$ cat src/rtl/gmon_pkg.sv
package gmon_pkg;

  typedef enum logic [1:0] {
    ST_LOW    = 2'd0,
    ST_HIGH   = 2'd1,
    ST_EMIT_R = 2'd2,
    ST_EMIT_F = 2'd3
  } gmon_state_e;

endpackage

$ cat src/rtl/gmon_calc.sv
module gmon_calc #(
  parameter int TS_W = 32
) (
  input  logic [TS_W-1:0] rise_ts,
  input  logic [TS_W-1:0] fall_ts,
  input  logic [TS_W-1:0] lo_bound,
  input  logic [TS_W-1:0] hi_bound,
  output logic [TS_W-1:0] res_rise_ts,
  output logic [TS_W-1:0] res_fall_ts,
  output logic            keep
);

  localparam int EW = TS_W + 1;

  logic signed [EW-1:0] rise_diff;
  logic signed [EW-1:0] rise_clamped;
  logic signed [EW-1:0] fall_diff;

  always_comb begin
    rise_diff    = $signed({1'b0, rise_ts}) - $signed({1'b0, lo_bound});
    fall_diff    = $signed({1'b0, fall_ts}) - $signed({1'b0, hi_bound});
    rise_clamped = rise_diff[EW-1] ? '0 : rise_diff;
    keep         = rise_clamped < fall_diff;
    res_rise_ts  = rise_clamped[TS_W-1:0];
    res_fall_ts  = fall_diff[TS_W-1:0];
  end

endmodule

$ cat src/rtl/gmon_ctrl.sv
module gmon_ctrl
  import gmon_pkg::*;
#(
  parameter int TS_W = 32
) (
  input  logic            clk,
  input  logic            rst,
  input  logic            init_level,
  input  logic            in_valid,
  input  logic            in_rise,
  input  logic [TS_W-1:0] in_ts,
  input  logic            keep,
  input  logic            out_fire,
  output logic            in_ready,
  output logic            load_result,
  output logic [TS_W-1:0] rise_hold,
  output logic            err
);

  gmon_state_e     state_q;
  logic [TS_W-1:0] rise_q;
  logic            err_q;
  logic            accept;

  assign in_ready    = (state_q == ST_LOW) || (state_q == ST_HIGH);
  assign accept      = in_valid && in_ready;
  assign load_result = accept && (state_q == ST_HIGH) && !in_rise && keep;
  assign rise_hold   = rise_q;
  assign err         = err_q;

  always_ff @(posedge clk) begin
    if (rst) begin
      state_q <= init_level ? ST_HIGH : ST_LOW;
      rise_q  <= '0;
      err_q   <= 1'b0;
    end else begin
      unique case (state_q)
        ST_LOW: begin
          if (accept) begin
            if (in_rise) begin
              rise_q  <= in_ts;
              state_q <= ST_HIGH;
            end else begin
              err_q <= 1'b1;
            end
          end
        end
        ST_HIGH: begin
          if (accept) begin
            if (in_rise) begin
              err_q <= 1'b1;
            end else begin
              state_q <= keep ? ST_EMIT_R : ST_LOW;
            end
          end
        end
        ST_EMIT_R: begin
          if (out_fire) state_q <= ST_EMIT_F;
        end
        ST_EMIT_F: begin
          if (out_fire) state_q <= ST_LOW;
        end
        default: state_q <= ST_LOW;
      endcase
    end
  end

endmodule

$ cat src/rtl/gmon_out_stage.sv
module gmon_out_stage #(
  parameter int TS_W = 32
) (
  input  logic            clk,
  input  logic            rst,
  input  logic            load,
  input  logic [TS_W-1:0] load_rise_ts,
  input  logic [TS_W-1:0] load_fall_ts,
  input  logic            out_ready,
  output logic            out_valid,
  output logic            out_rise,
  output logic [TS_W-1:0] out_ts
);

  logic [TS_W-1:0] fall_hold_q;
  logic            fire;

  assign fire = out_valid && out_ready;

  always_ff @(posedge clk) begin
    if (rst) begin
      out_valid   <= 1'b0;
      out_rise    <= 1'b0;
      out_ts      <= '0;
      fall_hold_q <= '0;
    end else if (load) begin
      out_valid   <= 1'b1;
      out_rise    <= 1'b1;
      out_ts      <= load_rise_ts;
      fall_hold_q <= load_fall_ts;
    end else if (fire) begin
      if (out_rise) begin
        out_rise <= 1'b0;
        out_ts   <= fall_hold_q;
      end else begin
        out_valid <= 1'b0;
      end
    end
  end

endmodule

$ cat src/rtl/gmon_top.sv
module gmon_top #(
  parameter int TS_W = 32
) (
  input  logic            clk,
  input  logic            rst,
  input  logic            init_level,
  input  logic [TS_W-1:0] lo_bound,
  input  logic [TS_W-1:0] hi_bound,
  input  logic            in_valid,
  output logic            in_ready,
  input  logic            in_rise,
  input  logic [TS_W-1:0] in_ts,
  output logic            out_valid,
  input  logic            out_ready,
  output logic            out_rise,
  output logic [TS_W-1:0] out_ts,
  output logic            proto_err
);

  logic [TS_W-1:0] rise_hold;
  logic [TS_W-1:0] res_rise_ts;
  logic [TS_W-1:0] res_fall_ts;
  logic            keep;
  logic            load_result;
  logic            out_fire;

  assign out_fire = out_valid && out_ready;

  gmon_calc #(.TS_W(TS_W)) u_calc (
    .rise_ts     (rise_hold),
    .fall_ts     (in_ts),
    .lo_bound    (lo_bound),
    .hi_bound    (hi_bound),
    .res_rise_ts (res_rise_ts),
    .res_fall_ts (res_fall_ts),
    .keep        (keep)
  );

  gmon_ctrl #(.TS_W(TS_W)) u_ctrl (
    .clk         (clk),
    .rst         (rst),
    .init_level  (init_level),
    .in_valid    (in_valid),
    .in_rise     (in_rise),
    .in_ts       (in_ts),
    .keep        (keep),
    .out_fire    (out_fire),
    .in_ready    (in_ready),
    .load_result (load_result),
    .rise_hold   (rise_hold),
    .err         (proto_err)
  );

  gmon_out_stage #(.TS_W(TS_W)) u_out (
    .clk          (clk),
    .rst          (rst),
    .load         (load_result),
    .load_rise_ts (res_rise_ts),
    .load_fall_ts (res_fall_ts),
    .out_ready    (out_ready),
    .out_valid    (out_valid),
    .out_rise     (out_rise),
    .out_ts       (out_ts)
  );

endmodule

$ cat config.mk
export PLATFORM = sky130hd
export DESIGN_NAME = gmon_top
export DESIGN_NICKNAME = d
export VERILOG_FILES = /design/src/rtl/gmon_pkg.sv /design/src/rtl/gmon_calc.sv /design/src/rtl/gmon_ctrl.sv /design/src/rtl/gmon_out_stage.sv /design/src/rtl/gmon_top.sv
export SDC_FILE = /design/constraint.sdc
export NUM_CORES = 1
export LEC_CHECK = 0
export CORE_MARGIN = 5
export CORE_UTILIZATION = 30
export DETAILED_ROUTE_END_ITERATION = 8
export PLACE_DENSITY_LB_ADDON = 0.1
export SETUP_SLACK_MARGIN = 0.2
export SYNTH_ARGS = -nofsm -noshare
export SYNTH_HDL_FRONTEND = slang
export SYNTH_SLANG_ARGS = --single-unit
$ cat constraint.sdc
create_clock -name clk -period 6.3 [get_ports clk]
set_input_delay 1.26 -clock clk [delete_from_list [all_inputs] [get_ports clk]]
set_output_delay 1.26 -clock clk [all_outputs]
set_load 0.02 [all_outputs]
Yosys cells after proc, flatten, opt, wreduce, memory -nomap -nowiden
Cells that the tools add are included.
{"block": "totals", "register_bits": 101, "latchBits": 0, "ram_bits": 0, "romBits": 0, "in_bits": 102, "out_inout_bits": 36, "elab_cells": 64, "n_memories": 0}
{"block": "op_classes", "add_sub_neg": 2, "multipliers": 0, "n_div": 0, "n_lt_le_gt_ge": 1, "n_eq_ne": 14, "n_shift": 0, "mux": 24, "bitwise": 0, "reduce_logical": 16}
{"cell": "two-way mux 32 bit", "n": 4}
{"cell": "subtractor 32 x 32 -> 33 bit", "n": 2}
{"cell": "< comparator 33 bit", "n": 1}
{"cell": "two-way mux 2 bit", "n": 8}
{"cell": "!= test 3 bit, second input constant", "n": 4}
{"cell": "two-way mux 1 bit", "n": 10}
{"cell": "one-hot mux 2 bit (4 select lines)", "n": 1}
{"cell": "!= test 2 bit, second input constant", "n": 3}
{"cell": "!= test 3 x 2 -> 1 bit, second input constant", "n": 2}
{"cell": "AND reduction 6 bit", "n": 1}
{"cell": "nonzero test 2 bit", "n": 3}
{"cell": "logical AND 1 bit", "n": 5}
{"cell": "AND reduction 5 bit", "n": 1}
{"cell": "== test 2 bit, second input constant", "n": 2}
{"cell": "!= test 2 x 1 -> 1 bit, second input constant", "n": 2}
{"cell": "AND reduction 2 bit", "n": 2}
{"cell": "AND reduction 3 bit", "n": 1}
{"cell": "== test 2 x 1 -> 1 bit, second input constant", "n": 1}
{"cell": "logical NOT 2 bit", "n": 1}
{"cell": "one-hot mux 1 bit (2 select lines)", "n": 1}
{"cell": "logical NOT 1 bit", "n": 1}
{"cell": "logical OR 1 bit", "n": 1}

Logic depth before layout (Yosys ltp)
Gate-level depths: netlist of the first run.
{"block": "logic_depth", "depth_word": 8, "mapped_depth": 26, "depth_no_buf": 22}

Hierarchy
From an unflattened synthesis of the first run, not the netlist that was laid out.
{"block": "unflattened", "cells_unflattened": 1086, "hier_area_um2": 8973.6}
{"module": "gmon_calc", "instances": 1, "cells_per_inst": 672, "area_per_inst_um2": 4529.3, "seq_area_each_um2": 0.0}
{"module": "gmon_out_stage", "instances": 1, "cells_per_inst": 255, "area_per_inst_um2": 2807.7, "seq_area_each_um2": 1321.3}
{"module": "gmon_ctrl", "instances": 1, "cells_per_inst": 158, "area_per_inst_um2": 1630.3, "seq_area_each_um2": 720.7}
{"module": "gmon_top", "instances": 1, "cells_per_inst": 1, "area_per_inst_um2": 6.3, "seq_area_each_um2": 0.0}

Worst setup path after synthesis of the first run
OpenSTA, ideal clock, no wires.
{"block": "synth_timing", "path_type": "input port to flip-flop", "startpoint": "in lo_bound[25]", "endpoint": "reg u_out.out_ts[10]", "setup_ns": 0.128, "arrival_ns": 5.495, "required_time_ns": 6.172, "setup_slack_ns": 0.677, "path_stages": 24, "path_buffers": 5, "path_cell_list": "inv_1 > ha_1 > and3_1 > and3_1 > clkbuf_1 > a31oi_1 > nor2b_1 > a311o_1 > nor2_1 > clkbuf_1 > nor2_1 > ha_1 > nand4_1 > nor2_1 > nand3_1 > or3_1 > a211oi_1 > o21ai_1 > and4_1 > buf_2 > buf_6 > buf_4 > mux2i_1 > nor2_1"}
{"block": "synth_between", "elab_chain_cells": 6, "elab_cells_between_ends": 8, "classes_between": "add/sub: 1; order compare: 1; mux: 2; reduce/logical: 4"}
{"item": "start: declaration", "line": "gmon_top.sv:7", "rtl": "input logic [TS_W-1:0] lo_bound,"}
{"item": "subtractor 32 x 32 -> 33 bit *", "line": "gmon_calc.sv:20", "rtl": "rise_diff = $signed({1'b0, rise_ts}) - $signed({1'b0, lo_bound});"}
{"item": "two-way mux 32 bit *", "line": "gmon_calc.sv:22", "rtl": "rise_clamped = rise_diff[EW-1] ? '0 : rise_diff;"}
{"item": "< comparator 33 bit", "line": "gmon_calc.sv:23", "rtl": "keep = rise_clamped < fall_diff;"}
{"item": "logical AND 1 bit", "line": "gmon_ctrl.sv:27", "rtl": "assign load_result = accept && (state_q == ST_HIGH) && !in_rise && keep;"}
{"item": "nonzero test 2 bit (no line)"}
{"item": "AND reduction 2 bit (no line)"}
{"item": "end signal: assignment", "line": "gmon_out_stage.sv:29", "rtl": "out_ts <= load_rise_ts;"}
{"item": "end signal: assignment", "line": "gmon_out_stage.sv:34", "rtl": "out_ts <= fall_hold_q;"}
{"item": "end: declaration", "line": "gmon_out_stage.sv:12", "rtl": "output logic [TS_W-1:0] out_ts"}
Mark *: on every way between the ends. The rest lies on a longest branch, timed or not.
A chain may end at the register's enable or synchronous reset.

Final worst setup path of the first run
{"block": "layout_timing", "startpoint": "in lo_bound[2]", "endpoint": "reg u_out.out_ts[28]"}
Same word-level chain as after synthesis.

==> insert_results.sql, run 1 <==
INSERT INTO impl_metrics (metric_group, metric, value, unit) VALUES
('outcome', 'status', 'finished, final reports clean', ''),
('synth', 'synth-edff-count', '2', ''),
('cts', 'cts_buffer_depth', '2', ''),
('global_routing', 'antenna_found_initial', '0', ''),
('min_path', 'kind_of_path_behind_the_tightest_hold_check', 'flop to flop', ''),
('final_layout', 'layout-area-overhead-vs-synth', '45.9', '%'),
('global_routing', 'grt_usage', '17.7', '%'),
('floorplanning', 'coreArea', '0.0270', 'mm2'),
('place', 'placedInstanceArea', '0.0110', 'mm2'),
('worst_setup_path', 'timing.reg2reg.setup_slack', '1410', 'ps'),
('drt', 'routedWlPerCell', '16.3', 'um'),
('cts', 'cts_made_buffers', '9', ''),
('worst_setup_path', 'launch_point_of_the_worst_reg_to_reg_path', 'u_ctrl.rise_hold[2]$_SDFFE_PP0P_', ''),
('worst_setup_path', 'arrival', '6210', 'ps'),
('synth', 'synth.top_cells.by_area', 'sky130_fd_sc_hd__dfxtp_1 24%, sky130_fd_sc_hd__ha_1 14%, sky130_fd_sc_hd__a21oi_1 6.2%', ''),
('global_routing', 'grt_pass1_vias', '8300', ''),
('sta', 'final_period_util', '94.5', '%'),
('worst_setup_path', 'r2r_end', 'u_out.out_ts[28]$_SDFFE_PP0P_', ''),
('power_and_ir_drop', 'cellLeakagePower', '5.31', 'nW'),
('cts', 'clockRootBuffer', 'sky130_fd_sc_hd__clkbuf_16', ''),
('synth', 'ys_dominant_reg_cell', 'sky130_fd_sc_hd__dfxtp_1', ''),
('sta', 'slew_worst_pin', '854', 'ps'),
('cts', 'cts_tree', 'done', ''),
('final_layout', 'fillCellCount', '2793', ''),
('final_layout', 'final-instance-count-excl-fill', '1707', ''),
('cts', 'clk-insertion-delay-late', '370', 'ps'),
('sta', 'timing.fmax', '0.168', 'GHz'),
('place', 'dpl.cell_count', '1664', ''),
('synth', 'synth_seq_area_share', '24.8', '%'),
('floorplanning', 'initial_core_util', '30.5', '%'),
('cts', 'htreeDepth', '3', ''),
('worst_setup_path', 'r2r_cells', '25', ''),
('place', 'place_hpwl', '21600', 'um'),
('synth', 'synth.lib_cells_used.distinct', '66', ''),
('synth', 'syn_area', '0.00824', 'mm2'),
('synth', 'syn_inst', '1083', ''),
('place', 'place_ws', '-768', 'ps'),
('sta', 'grt_setup_unrepaired', 'yes', ''),
('drt', 'drt-total-wl', '27800', 'um'),
('synth', 'synth-seq-cells', '101', ''),
('cts', 'cts_hold_repair.buffers', '0', ''),
('floorplanning', 'die-height', '176', 'um'),
('min_path', 'launch_instance_of_the_worst_min_delay_path', 'u_ctrl.rise_hold[0]$_SDFFE_PP0P_', ''),
('final_layout', 'num_antenna_cells', '0', ''),
('final_layout', 'fin_area', '0.0120', 'mm2'),
('final_layout', 'sequential_cell_area', '0.00204', 'mm2'),
('drt', 'routed-via-count', '8223', ''),
('final_layout', 'total_number_of_nets_in_the_final_design', '1560', ''),
('synth', 'synth.net_count', '1282', ''),
('sta', 'setup_viol', '0', ''),
('worst_setup_path', 'cp_slowest_cell', 'sky130_fd_sc_hd__clkdlybuf4s50_1', ''),
('drt', 'drt_drc_violations_left', '0', ''),
('min_path', 'holdPathStages', '2', ''),
('floorplanning', 'fp-row-count', '60', ''),
('power_and_ir_drop', 'power.total', '1.98', 'mW'),
('floorplanning', 'die_area', '0.0309', 'mm2'),
('worst_setup_path', 'timing.setup.critical_path_class', 'input port to flop', ''),
('place', 'io_buffers', '137', ''),
('min_path', 'hold_crit_endpoint', 'u_ctrl.rise_hold[0]$_SDFFE_PP0P_', ''),
('final_layout', 'utilization', '44.5', '%'),
('synth', 'yosysWarningCount', '0', ''),
('drt', 'drt_first_pass_iters', '4', ''),
('cts', 'clock-sinks', '101', ''),
('floorplanning', 'io-pin-count', '138', ''),
('place', 'gp_congestion', '0.810', ''),
('flow_run', 'max_cap_violations', '0', ''),
('sta', 'drv_slew', '0', ''),
('final_layout', 'area_used_by_multi_input_combinational_logic', '0.00600', 'mm2'),
('floorplanning', 'die-width', '176', 'um'),
('global_routing', 'overall_overflow_remaining_after_global_route', '0', ''),
('worst_setup_path', 'timing.critical_path.fanout_max', '5', '');
layer usage:
| metal | track usage, % | wire length, um | vias up |
|---|---|---|---|
| met2 | 30.7 | 13300 | 116 |
| met5 | 0 | 0 | - |
| met3 | 2.30 | 872 | 11 |
| li1 | - | - | 4305 |
| met1 | 23.9 | 13400 | 3791 |
| met4 | 2.96 | 199 | 0 |
layout make-up:
cell class	count	share of cell area [%]
Sequential cell	101	17.0
Multi-Input combinational cell	824	49.9
Clock inverter	7	0.666
Inverter	117	3.65
Clock buffer	9	1.87
Tap cell	341	3.55
Timing Repair Buffer	308	23.4
cells in the final DEF, fill, tap and decap left out, types with 4 or more instances in the layout:
cell type,instances
sky130_fd_sc_hd__o21bai_1,9
sky130_fd_sc_hd__and2_1,14
sky130_fd_sc_hd__a21boi_0,4
sky130_fd_sc_hd__o21a_1,14
sky130_fd_sc_hd__buf_6,6
sky130_fd_sc_hd__ha_1,89
sky130_fd_sc_hd__nor2_1,77
sky130_fd_sc_hd__xnor2_1,26
sky130_fd_sc_hd__dfxtp_1,99
sky130_fd_sc_hd__o221ai_1,4
sky130_fd_sc_hd__nand2_1,124
sky130_fd_sc_hd__a21oi_2,12
sky130_fd_sc_hd__clkdlybuf4s50_1,131
sky130_fd_sc_hd__a211o_1,5
sky130_fd_sc_hd__o21ai_2,5
sky130_fd_sc_hd__o31a_1,4
sky130_fd_sc_hd__mux2i_1,47
sky130_fd_sc_hd__nand2b_1,6
sky130_fd_sc_hd__buf_4,158
sky130_fd_sc_hd__nand3_2,4
sky130_fd_sc_hd__a21oi_1,91
sky130_fd_sc_hd__a211oi_1,28
sky130_fd_sc_hd__buf_12,5
sky130_fd_sc_hd__o21ai_0,39
sky130_fd_sc_hd__nor2_2,4
sky130_fd_sc_hd__xor2_1,20
sky130_fd_sc_hd__ha_4,5
sky130_fd_sc_hd__o21ai_1,4
sky130_fd_sc_hd__a31oi_1,7
sky130_fd_sc_hd__and3_1,8
sky130_fd_sc_hd__inv_1,115
sky130_fd_sc_hd__nor2b_1,33
sky130_fd_sc_hd__nor3_1,12
sky130_fd_sc_hd__clkbuf_16,9
sky130_fd_sc_hd__nand3_1,17
sky130_fd_sc_hd__a21o_1,30
sky130_fd_sc_hd__nand4_1,12
how the worst max path moves through the flow:
stage / startpoint / endpoint / slack, ps
after floorplan: lo_bound[25] / u_out.out_ts[10]$_SDFFE_PP0P_ / 680
after global placement: in_ts[0] / u_out.out_ts[8]$_SDFFE_PP0P_ / -690
after detailed placement: in_ts[0] / u_out.out_ts[5]$_SDFFE_PP0P_ / -770
after CTS: lo_bound[2] / u_out.fall_hold_q[12]$_SDFFE_PP0P_ / 230
after global routing: lo_bound[2] / u_out.out_ts[28]$_SDFFE_PP0P_ / 120
final: lo_bound[2] / u_out.out_ts[28]$_SDFFE_PP0P_ / 340
critical path, delay by kind of cell:
family	cells	cell delay (ps)
AOI/OAI and AO/OA	11	2020
xor gates and xnor gates	1	220
adders and majority gates	2	590
buffers and inverters	8	1420
and+or+nand+nor	5	690
synthesized netlist by cell type (all sizes together) (3+ instances only):
library cell  instances
o21ai                48
xor2                 22
a31oi                 7
nand3                21
xnor2                27
mux2                  4
nand2               127
o21bai               11
a21oi               103
a21o                 30
and2                 15
dfxtp                99
a211o                 5
inv                 117
nor2                 81
and3                  9
ha                   95
mux2i                47
nand2b                7
o21a                 14
nor3                 14
nor2b                34
o31a                  4
clkbuf               33
nand4                12
o221ai                5
o211ai                3
buf                   9
o31ai                 5
a211oi               32
a21boi                6
state kept, by name (all words and copies together) (netlist names):
| register | cells |
|---|---|
| u_out.out_ts | 32 |
| u_out.out_valid | 1 |
| u_ctrl.rise_hold | 32 |
| u_out.fall_hold_q | 32 |
| u_ctrl.err | 1 |
| u_out.out_rise | 1 |
| u_ctrl.state_q | 2 |
where the power goes:
group	internal (mW)	switching [mW]	leakage [nW]	total, mW
clock network	0.316	0.291	0.150	0.607
registers	0.657	0.0102	0.820	0.667
logic	0.353	0.356	4.34	0.709
total	1.33	0.657	5.31	1.98
cell families (layout without fill, tap and decap cells):
kind of cell               count (synthesis)  after routing  share of synthesized area, %
AOI/OAI and AO/OA                        293            293                          22.8
xor gates and xnor gates                  49             49                          5.21
adders and majority gates                 97             97                          14.9
buffers and inverters                    159            441                          7.48
DFF                                      101            101                          24.8
muxes                                     51             51                          6.25
and+or+nand+nor                          333            334                          18.6
timing repair:
item / in CTS / in global routing
setup endpoints to repair: 67 / 66
gates resized for setup: 21 / 75
pin swaps: 10 / 37
setup buffers: 12 / 11
cloned: 4 / 0
stage by stage:
step | setup TNS (ps) | hold slack [ps]
final | 0 | 459
after global routing | 0 | 486
after CTS | 0 | 463
after detailed placement | -46430 | 451
after global placement | -41340 | 447
after floorplan | 0 | 436
Power figures use the tool's default switching activity.
==> run 2: changes to the inputs <==
--- a/config.mk
+++ b/config.mk
@@ -12,4 +12,5 @@
 export SETUP_SLACK_MARGIN = 0.2
 export SYNTH_ARGS = -nofsm -noshare
 export SYNTH_HDL_FRONTEND = slang
+export SYNTH_HIERARCHICAL = 1
 export SYNTH_SLANG_ARGS = --single-unit
==> insert_results.sql, run 2 <==
INSERT INTO impl_metrics (metric_group, metric, value, unit) VALUES
('outcome', 'status', 'finished with violations', ''),
('outcome', 'failed_checks', 'setup timing', ''),
('power_and_ir_drop', 'power-per-cell-area', '149', 'mW/mm2'),
('sta', 'timing.fmax', '0.155', 'GHz'),
('sta', 'report.final.hold_viol_count', '0', ''),
('final_layout', 'final_cell_mix', '263 x sky130_fd_sc_hd__buf_4, 109 x sky130_fd_sc_hd__clkdlybuf4s50_1, 99 x sky130_fd_sc_hd__dfxtp_1, 95 x sky130_fd_sc_hd__nor2_1, 94 x sky130_fd_sc_hd__mux2i_1', ''),
('synth', 'synth-seq-cells', '101', ''),
('sta', 'grt_setup_unrepaired', 'yes', ''),
('final_layout', 'fillCellCount', '2882', ''),
('synth', 'synth_seq_area_share', '22.8', '%'),
('synth', 'syn_area', '0.00897', 'mm2'),
('floorplanning', 'die-width', '183', 'um'),
('power_and_ir_drop', 'cellLeakagePower', '6.30', 'nW'),
('global_routing', 'antenna_found_initial', '0', ''),
('worst_setup_path', 'timing.setup.critical_path_class', 'input port to flop', ''),
('worst_setup_path', 'critical_path.endpoint_type', 'flop', ''),
('sta', 'max_slew_margin', '45.9', '%'),
('drt', 'drt_drc_violations_left', '0', ''),
('drt', 'detail_route.vias_per_cell', '4.73', ''),
('min_path', 'hold_crit_endpoint', 'u_ctrl/rise_hold[0]$_SDFFE_PP0P_', ''),
('worst_setup_path', 'r2r_end', 'u_out/out_ts[29]$_SDFFE_PP0P_', ''),
('synth', 'ys_dominant_reg_cell', 'sky130_fd_sc_hd__dfxtp_1', ''),
('drt', 'ant_nets', '0', ''),
('cts', 'cts_buffer_depth', '2', ''),
('global_routing', 'overall_overflow_remaining_after_global_route', '0', ''),
('worst_setup_path', 'cp_slowest_cell', 'sky130_fd_sc_hd__or4_4', ''),
('worst_setup_path', 'delay_of_the_slowest_critical_path_stage', '550', 'ps'),
('sta', 'worst_clock_skew', '13.6', 'ps'),
('place', 'place_hpwl', '23200', 'um'),
('drt', 'routed-via-count', '8967', ''),
('final_layout', 'num_antenna_cells', '0', ''),
('cts', 'cts_made_buffers', '9', ''),
('cts', 'cts_hold_repair.buffers', '0', ''),
('place', 'io_buffers', '137', ''),
('sta', 'drv_slew', '0', ''),
('place', 'placedInstanceArea', '0.0126', 'mm2'),
('worst_setup_path', 'required', '6510', 'ps'),
('drt', 'routedWlPerCell', '16.2', 'um'),
('synth', 'synth_largest_area_cell', 'sky130_fd_sc_hd__dfxtp_1', ''),
('cts', 'clockRootBuffer', 'sky130_fd_sc_hd__clkbuf_16', ''),
('drt', 'drt-total-wl', '30700', 'um'),
('synth', 'synth-edff-count', '2', ''),
('synth', 'synth.lib_cells_used.distinct', '70', ''),
('cts', 'worst_setup_hold_path_clk_slew', '60', 'ps'),
('worst_setup_path', 'arrival', '6640', 'ps'),
('drt', 'drt_iter0_markers', '414', ''),
('min_path', 'holdPathStages', '2', ''),
('synth', 'synth_common_cells', '133 x sky130_fd_sc_hd__nor2_1, 107 x sky130_fd_sc_hd__inv_1, 100 x sky130_fd_sc_hd__mux2i_1', ''),
('synth', 'synth.net_count', '1285', ''),
('final_layout', 'total_number_of_nets_in_the_final_design', '1698', ''),
('floorplanning', 'initial_core_util', '30.4', '%'),
('cts', 'htreeDepth', '3', ''),
('synth', 'average_cell_area_after_synthesis', '8.26', 'um2'),
('final_layout', 'drive_gt1_share', '36.8', '%'),
('worst_setup_path', 'timing.reg2reg.setup_slack', '490', 'ps'),
('sta', 'fin_tns_setup', '-3160', 'ps'),
('flow_run', 'max_cap_violations', '0', ''),
('synth', 'syn_inst', '1086', ''),
('sta', 'final_period_minus_worst_setup_slack', '6430', 'ps'),
('sta', 'slack_of_the_critical_path', '-132', 'ps'),
('worst_setup_path', 'timing.critical_path.fanout_max', '7', ''),
('cts', 'cts_tree', 'done', ''),
('worst_setup_path', 'worst_setup_path_start_kind', 'input port', ''),
('sta', 'setup_viol', '40', ''),
('global_routing', 'wire_length_of_the_first_global_routing_pass', '47400', 'um'),
('synth', 'yosysWarningCount', '6', ''),
('global_routing', 'grt_usage', '17.6', '%'),
('drt', 'drt_first_pass_iters', '5', ''),
('synth', 'synth-async-reset-ratio', '0', '%'),
('cts', 'clk-insertion-delay-late', '370', 'ps'),
('final_layout', 'layout_commonest_cell', 'sky130_fd_sc_hd__buf_4', ''),
('global_routing', 'largest_net_degree_at_the_start_of_global_routing', '70', ''),
('sta', 'slew_worst_pin', '811', 'ps'),
('synth', 'synth.top_cells.by_area', 'sky130_fd_sc_hd__dfxtp_1 22%, sky130_fd_sc_hd__ha_1 13%, sky130_fd_sc_hd__mux2i_1 11%', ''),
('final_layout', 'layout-area-overhead-vs-synth', '62.6', '%'),
('cts', 'clock-sinks', '101', ''),
('min_path', 'kind_of_path_behind_the_tightest_hold_check', 'flop to flop', ''),
('worst_setup_path', 'r2r_cells', '25', ''),
('synth', 'synth_largest_type_area_fraction', '22.1', '%'),
('floorplanning', 'die-height', '183', 'um'),
('global_routing', 'grt_pass1_vias', '9123', ''),
('sta', 'final_period_util', '102', '%'),
('final_layout', 'fin_area', '0.0146', 'mm2'),
('min_path', 'launch_instance_of_the_worst_min_delay_path', 'u_ctrl/rise_hold[0]$_SDFFE_PP0P_', ''),
('floorplanning', 'fp-row-count', '63', ''),
('floorplanning', 'coreArea', '0.0296', 'mm2'),
('floorplanning', 'die_area', '0.0335', 'mm2'),
('floorplanning', 'io-pin-count', '138', ''),
('synth', 'post-synth-top-count-cell', 'sky130_fd_sc_hd__nor2_1', ''),
('power_and_ir_drop', 'irDropWorstVdd', '0.113', 'mV'),
('worst_setup_path', 'launch_point_of_the_worst_reg_to_reg_path', 'u_ctrl/rise_hold[16]$_SDFFE_PP0P_', ''),
('place', 'gp_congestion', '0.802', '');
-- run 2: how the worst max path moves through the flow --
| stage | startpoint | to | depth (start not counted) |
|---|---|---|---|
| after global routing | lo_bound[16] | u_out/out_ts[1]$_SDFFE_PP0P_ | 27 |
| after CTS | lo_bound[16] | u_out/out_ts[29]$_SDFFE_PP0P_ | 27 |
| after detailed placement | in_ts[0] | u_out/fall_hold_q[31]$_SDFFE_PP0P_ | 30 |
| final | lo_bound[16] | u_out/out_ts[29]$_SDFFE_PP0P_ | 27 |
| after floorplan | lo_bound[16] | u_out/out_ts[18]$_SDFFE_PP0P_ | 27 |
| after global placement | lo_bound[0] | u_out/fall_hold_q[31]$_SDFFE_PP0P_ | 27 |
-- run 2: timing repair --
item | 4_1_cts | 5_1_grt
pin swaps | 67 | 36
buffers inserted | 43 | 8
gates cloned | 5 | 7
gates resized for setup | 226 | 66
setup endpoints to repair | 67 | 66
-- run 2: where the power goes --
group | leakage (nW) | switching, mW | internal, mW
logic | 5.34 | 0.425 | 0.473
clock network | 0.145 | 0.277 | 0.314
registers | 0.821 | 0.0220 | 0.662
-- run 2: area by class of cell --
cell class	instances	area, um2	area share (%)
multi-input cells	832	7280	49.9
repair buffers	447	4070	27.9
flip-flops and latches	101	2040	14.0
well taps	390	488	3.35
inverters	108	408	2.80
clock buffers	14	284	1.95
clock inverters	2	16.3	0.112
-- run 2: logic make-up (layout without fill, tap and decap cells) --
logic type | Yosys count | after routing | share of synthesized area (%)
and+or+nand+nor | 331 | 331 | 18.8
AOI/OAI and AO/OA | 242 | 243 | 19.3
buffers and inverters | 154 | 571 | 8.30
muxes | 102 | 102 | 11.4
DFF | 101 | 101 | 22.8
adders and majority gates | 97 | 97 | 13.7
xor gates and xnor gates | 59 | 59 | 5.76
-- run 2: worst max-delay path: cells and delay by family --
family	cells	cell delay (ps)
AND/OR/NAND/NOR	12	2960
AO/OA/AOI/OAI	6	1190
buffers and inverters	7	740
adder cells (fa/ha/maj)	2	450
-- run 2: through the flow --
step | hold slack, ps | setup slack, ps | util, % | total power, mW | std cells
after floorplan | 449 | 201 | - | 1.11 | 1086
after global placement | 461 | -952 | 42.6 | 1.47 | 1815
after detailed placement | 468 | -1060 | 42.6 | 1.47 | 1815
after CTS | 480 | -39.4 | 47.6 | 2.16 | 1879
after global routing | 505 | -248 | 49.4 | 2.30 | 1894
final | 483 | -132 | 49.4 | 2.17 | 1894
-- run 2: metal layers --
metal  global-route usage [%]  share of wire [%]  up-vias
met2                     29.7                 47      149
li1                         -                  -     4611
met3                     2.96                3.5       29
met4                     4.98                2.4        0
met5                        0                  0        -
met1                     23.3                 47     4178
==> run 3: changes to the inputs <==
--- a/config.mk
+++ b/config.mk
@@ -14,3 +14,4 @@
 export SYNTH_HDL_FRONTEND = slang
 export SYNTH_HIERARCHICAL = 1
 export SYNTH_SLANG_ARGS = --single-unit
+export TNS_END_PERCENT = 20
==> insert_results.sql, run 3 (synthesized netlist as in run 2, its figures left out) <==
INSERT INTO impl_metrics (metric_group, metric, value, unit) VALUES
('drt', 'routed-via-count', '8915', ''),
('floorplanning', 'fp-row-count', '63', ''),
('min_path', 'kind_of_path_behind_the_tightest_hold_check', 'flop to flop', ''),
('sta', 'drv_slew', '0', ''),
('final_layout', 'layout_commonest_cell', 'sky130_fd_sc_hd__buf_4', ''),
('drt', 'met2_wirelength', '14800', 'um'),
('final_layout', 'drive_gt1_share', '35.6', '%'),
('drt', 'detailroute.wirelength.met3', '991', 'um'),
('power_and_ir_drop', 'irDropWorstVdd', '0.120', 'mV'),
('cts', 'cts_hold_repair.buffers', '0', ''),
('outcome', 'status', 'finished with violations', ''),
('worst_setup_path', 'timing.critical_path.fanout_max', '5', ''),
('final_layout', 'fillCellCount', '2884', ''),
('cts', 'cts_buffer_depth', '2', ''),
('sta', 'slack_of_the_critical_path', '-161', 'ps'),
('power_and_ir_drop', 'power.total', '2.18', 'mW'),
('floorplanning', 'die-height', '183', 'um'),
('sta', 'slew_worst_pin', '870', 'ps'),
('sta', 'worst_clock_skew', '12.1', 'ps'),
('place', 'io_buffers', '137', ''),
('final_layout', 'utilization', '48.5', '%'),
('worst_setup_path', 'arrival', '6740', 'ps'),
('floorplanning', 'coreArea', '0.0296', 'mm2'),
('place', 'place_hpwl', '22800', 'um'),
('sta', 'setup_viol', '42', ''),
('flow_run', 'max_cap_violations', '0', ''),
('final_layout', 'layout-area-overhead-vs-synth', '59.7', '%'),
('final_layout', 'final_cell_mix', '260 x sky130_fd_sc_hd__buf_4, 108 x sky130_fd_sc_hd__clkdlybuf4s50_1, 99 x sky130_fd_sc_hd__dfxtp_1, 95 x sky130_fd_sc_hd__nor2_1, 95 x sky130_fd_sc_hd__mux2i_1', ''),
('drt', 'topRoutingLayerUsed', 'met4', ''),
('cts', 'clock-sinks', '101', ''),
('global_routing', 'wire_length_of_the_first_global_routing_pass', '48200', 'um'),
('drt', 'drt_drc_violations_left', '0', ''),
('cts', 'htreeDepth', '3', ''),
('global_routing', 'antenna_found_initial', '0', ''),
('sta', 'timing.fmax', '0.155', 'GHz'),
('place', 'placedInstanceArea', '0.0124', 'mm2'),
('outcome', 'failed_checks', 'setup timing', ''),
('drt', 'routedWlPerCell', '16.5', 'um'),
('sta', 'final_period_util', '103', '%'),
('cts', 'cts_tree', 'done', ''),
('worst_setup_path', 'timing.setup.critical_path_class', 'input port to flop', ''),
('drt', 'drt-total-wl', '30900', 'um'),
('floorplanning', 'initial_core_util', '30.4', '%'),
('global_routing', 'largest_net_degree_at_the_start_of_global_routing', '75', ''),
('final_layout', 'fin_area', '0.0143', 'mm2'),
('power_and_ir_drop', 'power-per-cell-area', '152', 'mW/mm2'),
('worst_setup_path', 'worst_setup_path_start_kind', 'input port', ''),
('power_and_ir_drop', 'cellLeakagePower', '6.16', 'nW'),
('place', 'place_ws', '-1180', 'ps'),
('sta', 'final_period_minus_worst_setup_slack', '6460', 'ps'),
('sta', 'report.final.hold_viol_count', '0', ''),
('final_layout', 'total_number_of_nets_in_the_final_design', '1677', ''),
('global_routing', 'grt_pass1_vias', '9088', ''),
('cts', 'cts_made_buffers', '9', ''),
('cts', 'clockRootBuffer', 'sky130_fd_sc_hd__clkbuf_16', ''),
('place', 'gp_congestion', '0.806', ''),
('cts', 'clk-insertion-delay-late', '360', 'ps'),
('floorplanning', 'die-width', '183', 'um'),
('sta', 'grt_setup_unrepaired', 'yes', ''),
('drt', 'detail_route.vias_per_cell', '4.76', ''),
('drt', 'drt_first_pass_iters', '4', ''),
('final_layout', 'num_antenna_cells', '0', ''),
('worst_setup_path', 'critical_path.endpoint_type', 'flop', ''),
('floorplanning', 'io-pin-count', '138', ''),
('global_routing', 'grt_usage', '17.8', '%'),
('sta', 'max_slew_margin', '42.0', '%'),
('cts', 'worst_setup_hold_path_clk_slew', '80', 'ps'),
('sta', 'hold-worst-slack', '484', 'ps'),
('drt', 'sum_of_routed_wire_segments_on_met1', '14700', 'um'),
('drt', 'ant_nets', '0', ''),
('worst_setup_path', 'required', '6570', 'ps'),
('floorplanning', 'die_area', '0.0335', 'mm2'),
('global_routing', 'overall_overflow_remaining_after_global_route', '0', ''),
('drt', 'drt_iter0_markers', '328', '');
[run 3: area by class of cell]
cell class | count | area [um2] | share of cell area (%)
multi-input combinational | 832 | 7260 | 50.7
inverter | 108 | 408 | 2.85
clock buffer | 13 | 270 | 1.89
sequential | 101 | 2040 | 14.2
clock inverter | 3 | 42.5 | 0.297
tap | 390 | 488 | 3.40
timing repair buffer | 426 | 3820 | 26.7
[run 3: per-stage QoR]
stage	std cells	TNS, ps
floorplan	1086	0
global placement	1796	-62400
detailed placement	1796	-68060
CTS	1862	-2600
global route	1873	-15370
finish	1873	-4520
[run 3: worst max-delay path, stage by stage]
cell                        delay (ps)
sky130_fd_sc_hd__buf_6              80
sky130_fd_sc_hd__inv_4              30
sky130_fd_sc_hd__ha_4              260
sky130_fd_sc_hd__inv_2              30
sky130_fd_sc_hd__or4_4             550
sky130_fd_sc_hd__or3_4             350
sky130_fd_sc_hd__nor4_4            230
sky130_fd_sc_hd__nor4b_4           100
sky130_fd_sc_hd__o31a_1            330
sky130_fd_sc_hd__buf_4             170
sky130_fd_sc_hd__buf_6             110
sky130_fd_sc_hd__buf_16            130
sky130_fd_sc_hd__a2111oi_4         320
sky130_fd_sc_hd__ha_1              200
sky130_fd_sc_hd__nand4_1           240
sky130_fd_sc_hd__nor4_4            240
sky130_fd_sc_hd__nand2_1           110
sky130_fd_sc_hd__or4_4             490
sky130_fd_sc_hd__o211ai_1          230
sky130_fd_sc_hd__a2111oi_2          70
sky130_fd_sc_hd__o311a_1           170
sky130_fd_sc_hd__nand2_2           100
sky130_fd_sc_hd__nor3_4             60
sky130_fd_sc_hd__buf_6             140
sky130_fd_sc_hd__a31o_4            270
sky130_fd_sc_hd__buf_12            150
sky130_fd_sc_hd__buf_16            130
sky130_fd_sc_hd__a211oi_2          170
[run 3: final timing paths]
| kind | start | end | slack (ps) | cells after the start |
|---|---|---|---|---|
| max | lo_bound[16] | u_out/out_ts[14]$_SDFFE_PP0P_ | -160 | 28 |
| max reg2reg | u_ctrl/rise_hold[21]$_SDFFE_PP0P_ | u_out/out_ts[14]$_SDFFE_PP0P_ | 490 | 26 |
| min reg2reg | u_ctrl/rise_hold[26]$_SDFFE_PP0P_ | u_ctrl/rise_hold[26]$_SDFFE_PP0P_ | 480 | 2 |
| min | u_ctrl/rise_hold[26]$_SDFFE_PP0P_ | u_ctrl/rise_hold[26]$_SDFFE_PP0P_ | 480 | 2 |
[run 3: report_power, final]
part	switching, mW	internal [mW]
Sequential	0.0231	0.662
Combinational	0.420	0.454
Clock	0.277	0.342
[run 3: what timing repair did]
action                                  4_1_cts  5_1_grt
endpoints found under the setup margin       67       66
gates resized for setup                     232       30
setup buffers                                47        5
gates cloned                                  3        6
pin swaps                                    75        8
[run 3: per-layer routing]
| metal | GRT usage (%) | vias to the layer above |
|---|---|---|
| met5 | 0 | - |
| met4 | 3.58 | 0 |
| met3 | 2.48 | 20 |
| met2 | 30.6 | 143 |
| met1 | 24.0 | 4187 |
| li1 | - | 4565 |
